$ cat config.mk
export PLATFORM = sky130hd
export DESIGN_NAME = ctc_timer
export DESIGN_NICKNAME = d
export VERILOG_FILES = /design/src/rtl/ctc_timer_pkg.sv /design/src/rtl/ctc_timer_regs.sv /design/src/rtl/ctc_timer_ctrl.sv /design/src/rtl/ctc_timer_prescaler.sv /design/src/rtl/ctc_timer_core.sv /design/src/rtl/ctc_timer.sv
export SDC_FILE = /design/constraint.sdc
export NUM_CORES = 1
export LEC_CHECK = 0
export BUFFER_PORTS_ARGS = -buffer_cell sky130_fd_sc_hd__buf_2
export CORE_MARGIN = 2
export CORE_UTILIZATION = 55
export DETAILED_ROUTE_END_ITERATION = 8
export PLACE_DENSITY = 0.81
export SYNTH_ARGS = -nofsm -noshare
export SYNTH_HDL_FRONTEND = slang
export SYNTH_SLANG_ARGS = --single-unit
export TNS_END_PERCENT = 10
$ cat constraint.sdc
create_clock -name clk -period 4.8 [get_ports clk]
set_input_delay 0.96 -clock clk [delete_from_list [all_inputs] [get_ports clk]]
set_output_delay 0.96 -clock clk [all_outputs]
set_load 0.01 [all_outputs]
$ cat src/rtl/ctc_timer_pkg.sv
package ctc_timer_pkg;

    localparam int ADDR_W    = 3;
    localparam int SEL_W     = 3;
    localparam int SHIFT_W   = 4;
    localparam int NUM_FLAGS = 3;

    localparam int FLAG_OVF  = 0;
    localparam int FLAG_CMPA = 1;
    localparam int FLAG_CMPB = 2;

    localparam logic [ADDR_W-1:0] ADDR_CTRL = 3'd0;
    localparam logic [ADDR_W-1:0] ADDR_CMPA = 3'd1;
    localparam logic [ADDR_W-1:0] ADDR_CMPB = 3'd2;
    localparam logic [ADDR_W-1:0] ADDR_IEN  = 3'd3;
    localparam logic [ADDR_W-1:0] ADDR_CLR  = 3'd4;

    typedef enum logic [1:0] {
        ST_STOP  = 2'd0,
        ST_FREE  = 2'd1,
        ST_CLEAR = 2'd2
    } run_state_e;

    // Clock select code to log2 of the division ratio
    function automatic logic [SHIFT_W-1:0] sel_shift(input logic [SEL_W-1:0] sel);
        logic [SHIFT_W-1:0] s;
        case (sel)
            3'd1:    s = 4'd0;
            3'd2:    s = 4'd3;
            3'd3:    s = 4'd6;
            3'd4:    s = 4'd8;
            3'd5:    s = 4'd10;
            default: s = 4'd0;
        endcase
        return s;
    endfunction

    function automatic logic sel_valid(input logic [SEL_W-1:0] sel);
        return (sel >= 3'd1) && (sel <= 3'd5);
    endfunction

endpackage

$ cat src/rtl/ctc_timer_regs.sv
module ctc_timer_regs
    import ctc_timer_pkg::*;
#(
    parameter int CNT_W = 8
)
(
    input  logic                 clk,
    input  logic                 rst_n,
    input  logic                 wr_en,
    input  logic [ADDR_W-1:0]    wr_addr,
    input  logic [CNT_W-1:0]     wr_data,
    output logic [CNT_W-1:0]     cmp_a,
    output logic [CNT_W-1:0]     cmp_b,
    output logic [NUM_FLAGS-1:0] ien,
    output logic [NUM_FLAGS-1:0] clr,
    output logic                 ctrl_wr,
    output logic                 ctc_req,
    output logic [SEL_W-1:0]     sel_req
);

    logic wr_cmpa, wr_cmpb, wr_ien, wr_clr;

    always_comb begin
        ctrl_wr = wr_en && (wr_addr == ADDR_CTRL);
        wr_cmpa = wr_en && (wr_addr == ADDR_CMPA);
        wr_cmpb = wr_en && (wr_addr == ADDR_CMPB);
        wr_ien  = wr_en && (wr_addr == ADDR_IEN);
        wr_clr  = wr_en && (wr_addr == ADDR_CLR);
    end

    assign ctc_req = wr_data[0];
    assign sel_req = wr_data[SEL_W:1];
    assign clr     = wr_clr ? wr_data[NUM_FLAGS-1:0] : '0;

    always_ff @(posedge clk or negedge rst_n) begin
        if (!rst_n) begin
            cmp_a <= '0;
            cmp_b <= '0;
            ien   <= '0;
        end else begin
            if (wr_cmpa) cmp_a <= wr_data;
            if (wr_cmpb) cmp_b <= wr_data;
            if (wr_ien)  ien   <= wr_data[NUM_FLAGS-1:0];
        end
    end

endmodule

$ cat src/rtl/ctc_timer_ctrl.sv
module ctc_timer_ctrl
    import ctc_timer_pkg::*;
(
    input  logic               clk,
    input  logic               rst_n,
    input  logic               ctrl_wr,
    input  logic               ctc_req,
    input  logic [SEL_W-1:0]   sel_req,
    output logic               running,
    output logic               ctc_mode,
    output logic               ps_restart,
    output logic [SHIFT_W-1:0] shift_o
);

    run_state_e state_q, state_nx;

    // Next state: only a control write moves the machine
    always_comb begin
        state_nx = state_q;
        if (ctrl_wr) begin
            if (!sel_valid(sel_req)) state_nx = ST_STOP;
            else if (ctc_req)        state_nx = ST_CLEAR;
            else                     state_nx = ST_FREE;
        end
    end

    // State register and captured division
    always_ff @(posedge clk or negedge rst_n) begin
        if (!rst_n) begin
            state_q <= ST_STOP;
            shift_o <= '0;
        end else begin
            state_q <= state_nx;
            if (ctrl_wr) shift_o <= sel_shift(sel_req);
        end
    end

    // Outputs decoded from the state
    always_comb begin
        running = 1'b0;
        ctc_mode = 1'b0;
        unique case (state_q)
            ST_STOP: begin
                running  = 1'b0;
                ctc_mode = 1'b0;
            end
            ST_FREE: begin
                running  = 1'b1;
                ctc_mode = 1'b0;
            end
            ST_CLEAR: begin
                running  = 1'b1;
                ctc_mode = 1'b1;
            end
            default: begin
                running  = 1'b0;
                ctc_mode = 1'b0;
            end
        endcase
    end

    assign ps_restart = ctrl_wr;

endmodule

$ cat src/rtl/ctc_timer_prescaler.sv
module ctc_timer_prescaler
    import ctc_timer_pkg::*;
#(
    parameter int PS_W = 10
)
(
    input  logic               clk,
    input  logic               rst_n,
    input  logic               run,
    input  logic               restart,
    input  logic [SHIFT_W-1:0] shift,
    output logic               tick
);

    logic [PS_W-1:0] ps_cnt;
    logic [PS_W-1:0] mask;

    always_ff @(posedge clk or negedge rst_n) begin
        if (!rst_n)       ps_cnt <= '0;
        else if (restart) ps_cnt <= '0;
        else if (run)     ps_cnt <= ps_cnt + PS_W'(1);
    end

    // Low 'shift' bits all ones marks the last clock of a division
    assign mask = ~({PS_W{1'b1}} << shift);
    assign tick = run && ((ps_cnt & mask) == mask);

endmodule

$ cat src/rtl/ctc_timer_core.sv
module ctc_timer_core
    import ctc_timer_pkg::*;
#(
    parameter int CNT_W = 8
)
(
    input  logic                 clk,
    input  logic                 rst_n,
    input  logic                 tick,
    input  logic                 ctc_mode,
    input  logic [CNT_W-1:0]     cmp_a,
    input  logic [CNT_W-1:0]     cmp_b,
    input  logic [NUM_FLAGS-1:0] clr,
    output logic [CNT_W-1:0]     count,
    output logic [NUM_FLAGS-1:0] flags
);

    localparam int NUM_CMP = 2;
    localparam logic [CNT_W-1:0] CNT_TOP = '1;

    logic [NUM_CMP-1:0][CNT_W-1:0] cmp_v;
    logic [NUM_CMP-1:0]            hit;
    logic [NUM_FLAGS-1:0]          set_v;
    logic                          at_top;

    assign cmp_v = {cmp_b, cmp_a};

    for (genvar c = 0; c < NUM_CMP; c++) begin : g_cmp
        assign hit[c] = (count == cmp_v[c]);
    end

    assign at_top = (count == CNT_TOP);

    always_comb begin
        set_v            = '0;
        set_v[FLAG_OVF]  = tick && at_top && !ctc_mode;
        set_v[FLAG_CMPA] = tick && hit[0];
        set_v[FLAG_CMPB] = tick && hit[1];
    end

    always_ff @(posedge clk or negedge rst_n) begin
        if (!rst_n) begin
            count <= '0;
        end else if (tick) begin
            if (ctc_mode && hit[0]) count <= '0;
            else                    count <= count + CNT_W'(1);
        end
    end

    always_ff @(posedge clk or negedge rst_n) begin
        if (!rst_n) flags <= '0;
        else        flags <= (flags & ~clr) | set_v;
    end

endmodule

$ cat src/rtl/ctc_timer.sv
module ctc_timer
    import ctc_timer_pkg::*;
#(
    parameter int CNT_W = 8,
    parameter int PS_W  = 10
)
(
    input  logic                 clk,
    input  logic                 rst_n,
    input  logic                 wr_en,
    input  logic [ADDR_W-1:0]    wr_addr,
    input  logic [CNT_W-1:0]     wr_data,
    output logic [CNT_W-1:0]     count_o,
    output logic [NUM_FLAGS-1:0] flags_o,
    output logic [NUM_FLAGS-1:0] irq_o
);

    logic [CNT_W-1:0]     cmp_a, cmp_b;
    logic [NUM_FLAGS-1:0] ien, clr;
    logic                 ctrl_wr, ctc_req;
    logic [SEL_W-1:0]     sel_req;
    logic                 running, ctc_mode, ps_restart, tick;
    logic [SHIFT_W-1:0]   shift;

    ctc_timer_regs #(.CNT_W(CNT_W)) regs_i (
        .clk(clk), .rst_n(rst_n), .wr_en(wr_en), .wr_addr(wr_addr),
        .wr_data(wr_data), .cmp_a(cmp_a), .cmp_b(cmp_b), .ien(ien),
        .clr(clr), .ctrl_wr(ctrl_wr), .ctc_req(ctc_req), .sel_req(sel_req)
    );

    ctc_timer_ctrl ctrl_i (
        .clk(clk), .rst_n(rst_n), .ctrl_wr(ctrl_wr), .ctc_req(ctc_req),
        .sel_req(sel_req), .running(running), .ctc_mode(ctc_mode),
        .ps_restart(ps_restart), .shift_o(shift)
    );

    ctc_timer_prescaler #(.PS_W(PS_W)) ps_i (
        .clk(clk), .rst_n(rst_n), .run(running), .restart(ps_restart),
        .shift(shift), .tick(tick)
    );

    ctc_timer_core #(.CNT_W(CNT_W)) core_i (
        .clk(clk), .rst_n(rst_n), .tick(tick), .ctc_mode(ctc_mode),
        .cmp_a(cmp_a), .cmp_b(cmp_b), .clr(clr), .count(count_o),
        .flags(flags_o)
    );

    assign irq_o = flags_o & ien;

endmodule

==> impl_metrics.csv <==
group,metric,value,unit
routing,drcViolationCount,0,
worst_setup_path,start_kind,"input pin",
yosys,syn_avg_cell_area,10.6,um2
timing,finClkSkew,5.65,ps
timing,max_slew_margin,34.3,%
worst_setup_path,endpoint_kind,"flip-flop",
timing,setup_tns,0,ps
worst_setup_path,slowest_delay,510,ps
pwr,p_int,819,uW
global_routing,grt.overflow.total,0,
die,rows,23,
global_routing,met3_usage,4.51,%
worst_setup_path,crit_buf_inv,1,
pwr,total_power,1240,uW
clock_tree,numCtsBuffers,5,
yosys,yosysSeqAreaShare,49.0,%
yosys,ys_ff_latch,46,
cells_and_area,stdcell_count,299,
worst_setup_path,reg2reg_from,"ctrl_i.state_q[0]",
routing,vias,1739,
worst_hold_path,min-delay-start,"ctrl_i.state_q[1]",
cells_and_area,syn2layout_area_growth,11.3,%
yosys,synthArstFlopShare,100,%
worst_setup_path,required,4990,ps
yosys,synth_cells,222,
timing,finalMaxSlewViolations,0,
clock_tree,ctsRootBufferMaster,"clkbuf_8",
die,die_h,69.4,um
yosys,yosysWarnings,0,
yosys,ys_top_cells_by_area,"dfrtp_1 49%, mux2_2 9.6%, xor2_1 5.2%, xnor2_1 3.7%, nand2_1 3.7%",
yosys,synth_cell_types,41,
die,core,0.00406,mm2
worst_setup_path,cp_max_fo,8,
routing,vias_per_cell,5.82,
pwr,p_seq_share,47.8,%
timing,period_minus_slack,2120,ps
yosys,synth_flop_cell,"dfrtp_1",
worst_setup_path,rr_worst_depth,6,
placement,port_buffers,27,
global_routing,grt_pass1_vias,1683,
die,ios,28,
cells_and_area,nNetsFinal,265,
yosys,synth_fp_nets,239,
yosys,yosysMostFrequentCell,"dfrtp_1",
global_routing,grt_antenna_before_repair,0,
placement,gp_congestion,0.821,
cells_and_area,layout-drive-gt1-share,24.5,%
timing,fin_crit_sh,44.1,%
pwr,power_density,475,mW/mm2
worst_setup_path,path_cells,"buf_2, nor2b_1, nand2_1, nor2_1, mux2_2",
timing,worst_pin_slew,986,ps
routing,wl_per_cell,15.5,um
worst_hold_path,min_path_cells,2,
yosys,yosysTopAreaCell,"dfrtp_1",
pwr,p_comb_share,29.3,%
worst_setup_path,r2r_slack,2740,ps
die,die-area,0.00481,mm2
global_routing,grtUsageTotal,21.1,%
timing,max_freq,473,MHz
routing,drt-initial-drc-count,91,
placement,dp_hpwl,3290,um
worst_setup_path,cp.arrival,2310,ps
global_routing,busiest_layer,"met2",
pwr,leakagePower,0.00113,uW
die,die_x,69.4,um
routing,drtAntennaViolNets,0,
timing,rsz0062_at_grt,"no",
global_routing,grt_max_degree,47,
yosys,synth_area,0.00235,mm2
clock_tree,clkLatencyLatePin,300,ps
worst_setup_path,path_depth,5,
worst_hold_path,min-delay-path-class,"flip-flop to flip-flop",
clock_tree,clockBufferDepth,2,
pwr,clkPwrFrac,22.9,%
routing,wl,4620,um
clock_tree,cts_tree,"built",
worst_setup_path,slowest_stage,"nor2_1",
die,start_util,57.9,%
worst_setup_path,critPathKind,"input pin to flip-flop",
yosys,yosys-top-cells-count,"46 x dfrtp_1, 23 x nand2_1, 20 x mux2_2",
timing,setup_violations,0,
job,maxCapViolations,0,
global_routing,grt_util_met1,29.0,%
yosys,synth_top_area_share,49.0,%
yosys,synth_edf_count,0,
clock_tree,ctsResizeCount,0,
pwr,netSwitchingPower,425,uW
routing,drtPass1Iterations,4,
timing,finalHoldViolations,0,
cells_and_area,antennaDiodeCount,0,
global_routing,use_met2,33.7,%
placement,dpl.cell_count,291,
clock_tree,cts_setup_buffers,0,
pwr,switching_share,34.1,%
worst_setup_path,reg2reg_to,"core_i.count[5]",
global_routing,grt_pass1_wl,8000,um
clock_tree,hold_buffers,0,
clock_tree,cts_num_sinks,46,
clock_tree,htree_levels,2,
pwr,max-vdd-ir-drop,294,uV
worst_hold_path,whs_endpoint,"ctrl_i.state_q[1]",
status,status,"finished, final reports clean",
clock_tree,clk_pin_slew,80,ps
worst_setup_path,crit_family,"simple AND/OR/NAND/NOR gates",
state kept, by name, indices dropped and copies added, names as in the netlist:
register and flops:
core_i.flags 3, ps_i.ps_cnt 10, regs_i.cmp_a 8, regs_i.ien 3, regs_i.cmp_b 8, ctrl_i.state_q 2, core_i.count 8, ctrl_i.shift_o 4
per-layer routing:
layer	up-vias	routed length (um)
met2	41	2230
met4	0	65
met5	-	0
met1	860	2150
met3	5	179
li1	833	-
cells by family (layout without fill, tap and decap cells):
kind of cell             Yosys count  count (layout)  share of synthesized area [%]
AO/OA/AOI/OAI                     27              27                           8.62
flip-flops                        46              46                           49.0
buffers and inverters             12              39                           2.45
adder cells (fa/ha/maj)            3               3                           1.60
AND/OR/NAND/NOR                   89              89                           19.4
multiplexers                      21              21                           10.0
XOR/XNOR                          24              24                           8.94
final cells by class:
cell class	instances	area [um2]
multi-input cells	164	1140
inverters	4	15.0
clock inverters	2	37.5
flip-flops and latches	46	1150
clock buffers	6	72.6
well taps	50	62.6
fillers	317	1440
repair buffers	27	135
worst max path at each step:
stage                                 end  slack, ps  startpoint
after floorplan           regs_i.cmp_b[0]       2680       wr_en
after global placement    regs_i.cmp_b[7]       2440  wr_addr[2]
after detailed placement  regs_i.cmp_b[3]       2350  wr_addr[2]
after CTS                 regs_i.cmp_b[3]       2680  wr_addr[2]
after global routing      regs_i.cmp_b[0]       2560       wr_en
final                     regs_i.cmp_b[3]       2680  wr_addr[2]
power groups by stage:
stage	clock [uW]	sequential, uW	combinational (uW)
3_3_place_gp	0	595	349
5_1_grt	305	610	408
6_report	285	594	365
2_1_floorplan	0	569	284
4_1_cts	287	593	368
3_5_place_dp	0	600	364
worst reg2reg max path, delay by kind of cell, from the launching register on:
kind                     cells  cell delay [ps]
AO/OA/AOI/OAI                2              560
adder cells (fa/ha/maj)      1              400
buffers and inverters        1               50
flip-flops                   1              370
AND/OR/NAND/NOR              2              580
per-stage QoR:
stage / worst slack [ps] / hold WS, ps / cell area, um2 / util, %
after global routing: 2560 / 526 / 2620 / 64.5
after floorplan: 2680 / 442 / 2350 / -
after detailed placement: 2350 / 470 / 2510 / 61.8
after global placement: 2440 / 459 / 2510 / 61.8
final: 2680 / 492 / 2620 / 64.5
after CTS: 2680 / 489 / 2620 / 64.5
layout by cell type (no fill, tap or decap), drive strengths merged, types with 3 or more instances in the layout:
master / n
nand3: 10
clkbuf: 6
and2: 4
nor2b: 6
xor2: 14
nor3: 5
inv: 4
a221o: 6
nand4: 4
nor2: 19
nor4: 3
buf: 27
xnor2: 10
ha: 3
nand2: 25
o21ai: 6
mux2: 20
a21oi: 5
dfrtp: 46
and3: 6
Power figures use the tool's default switching activity.
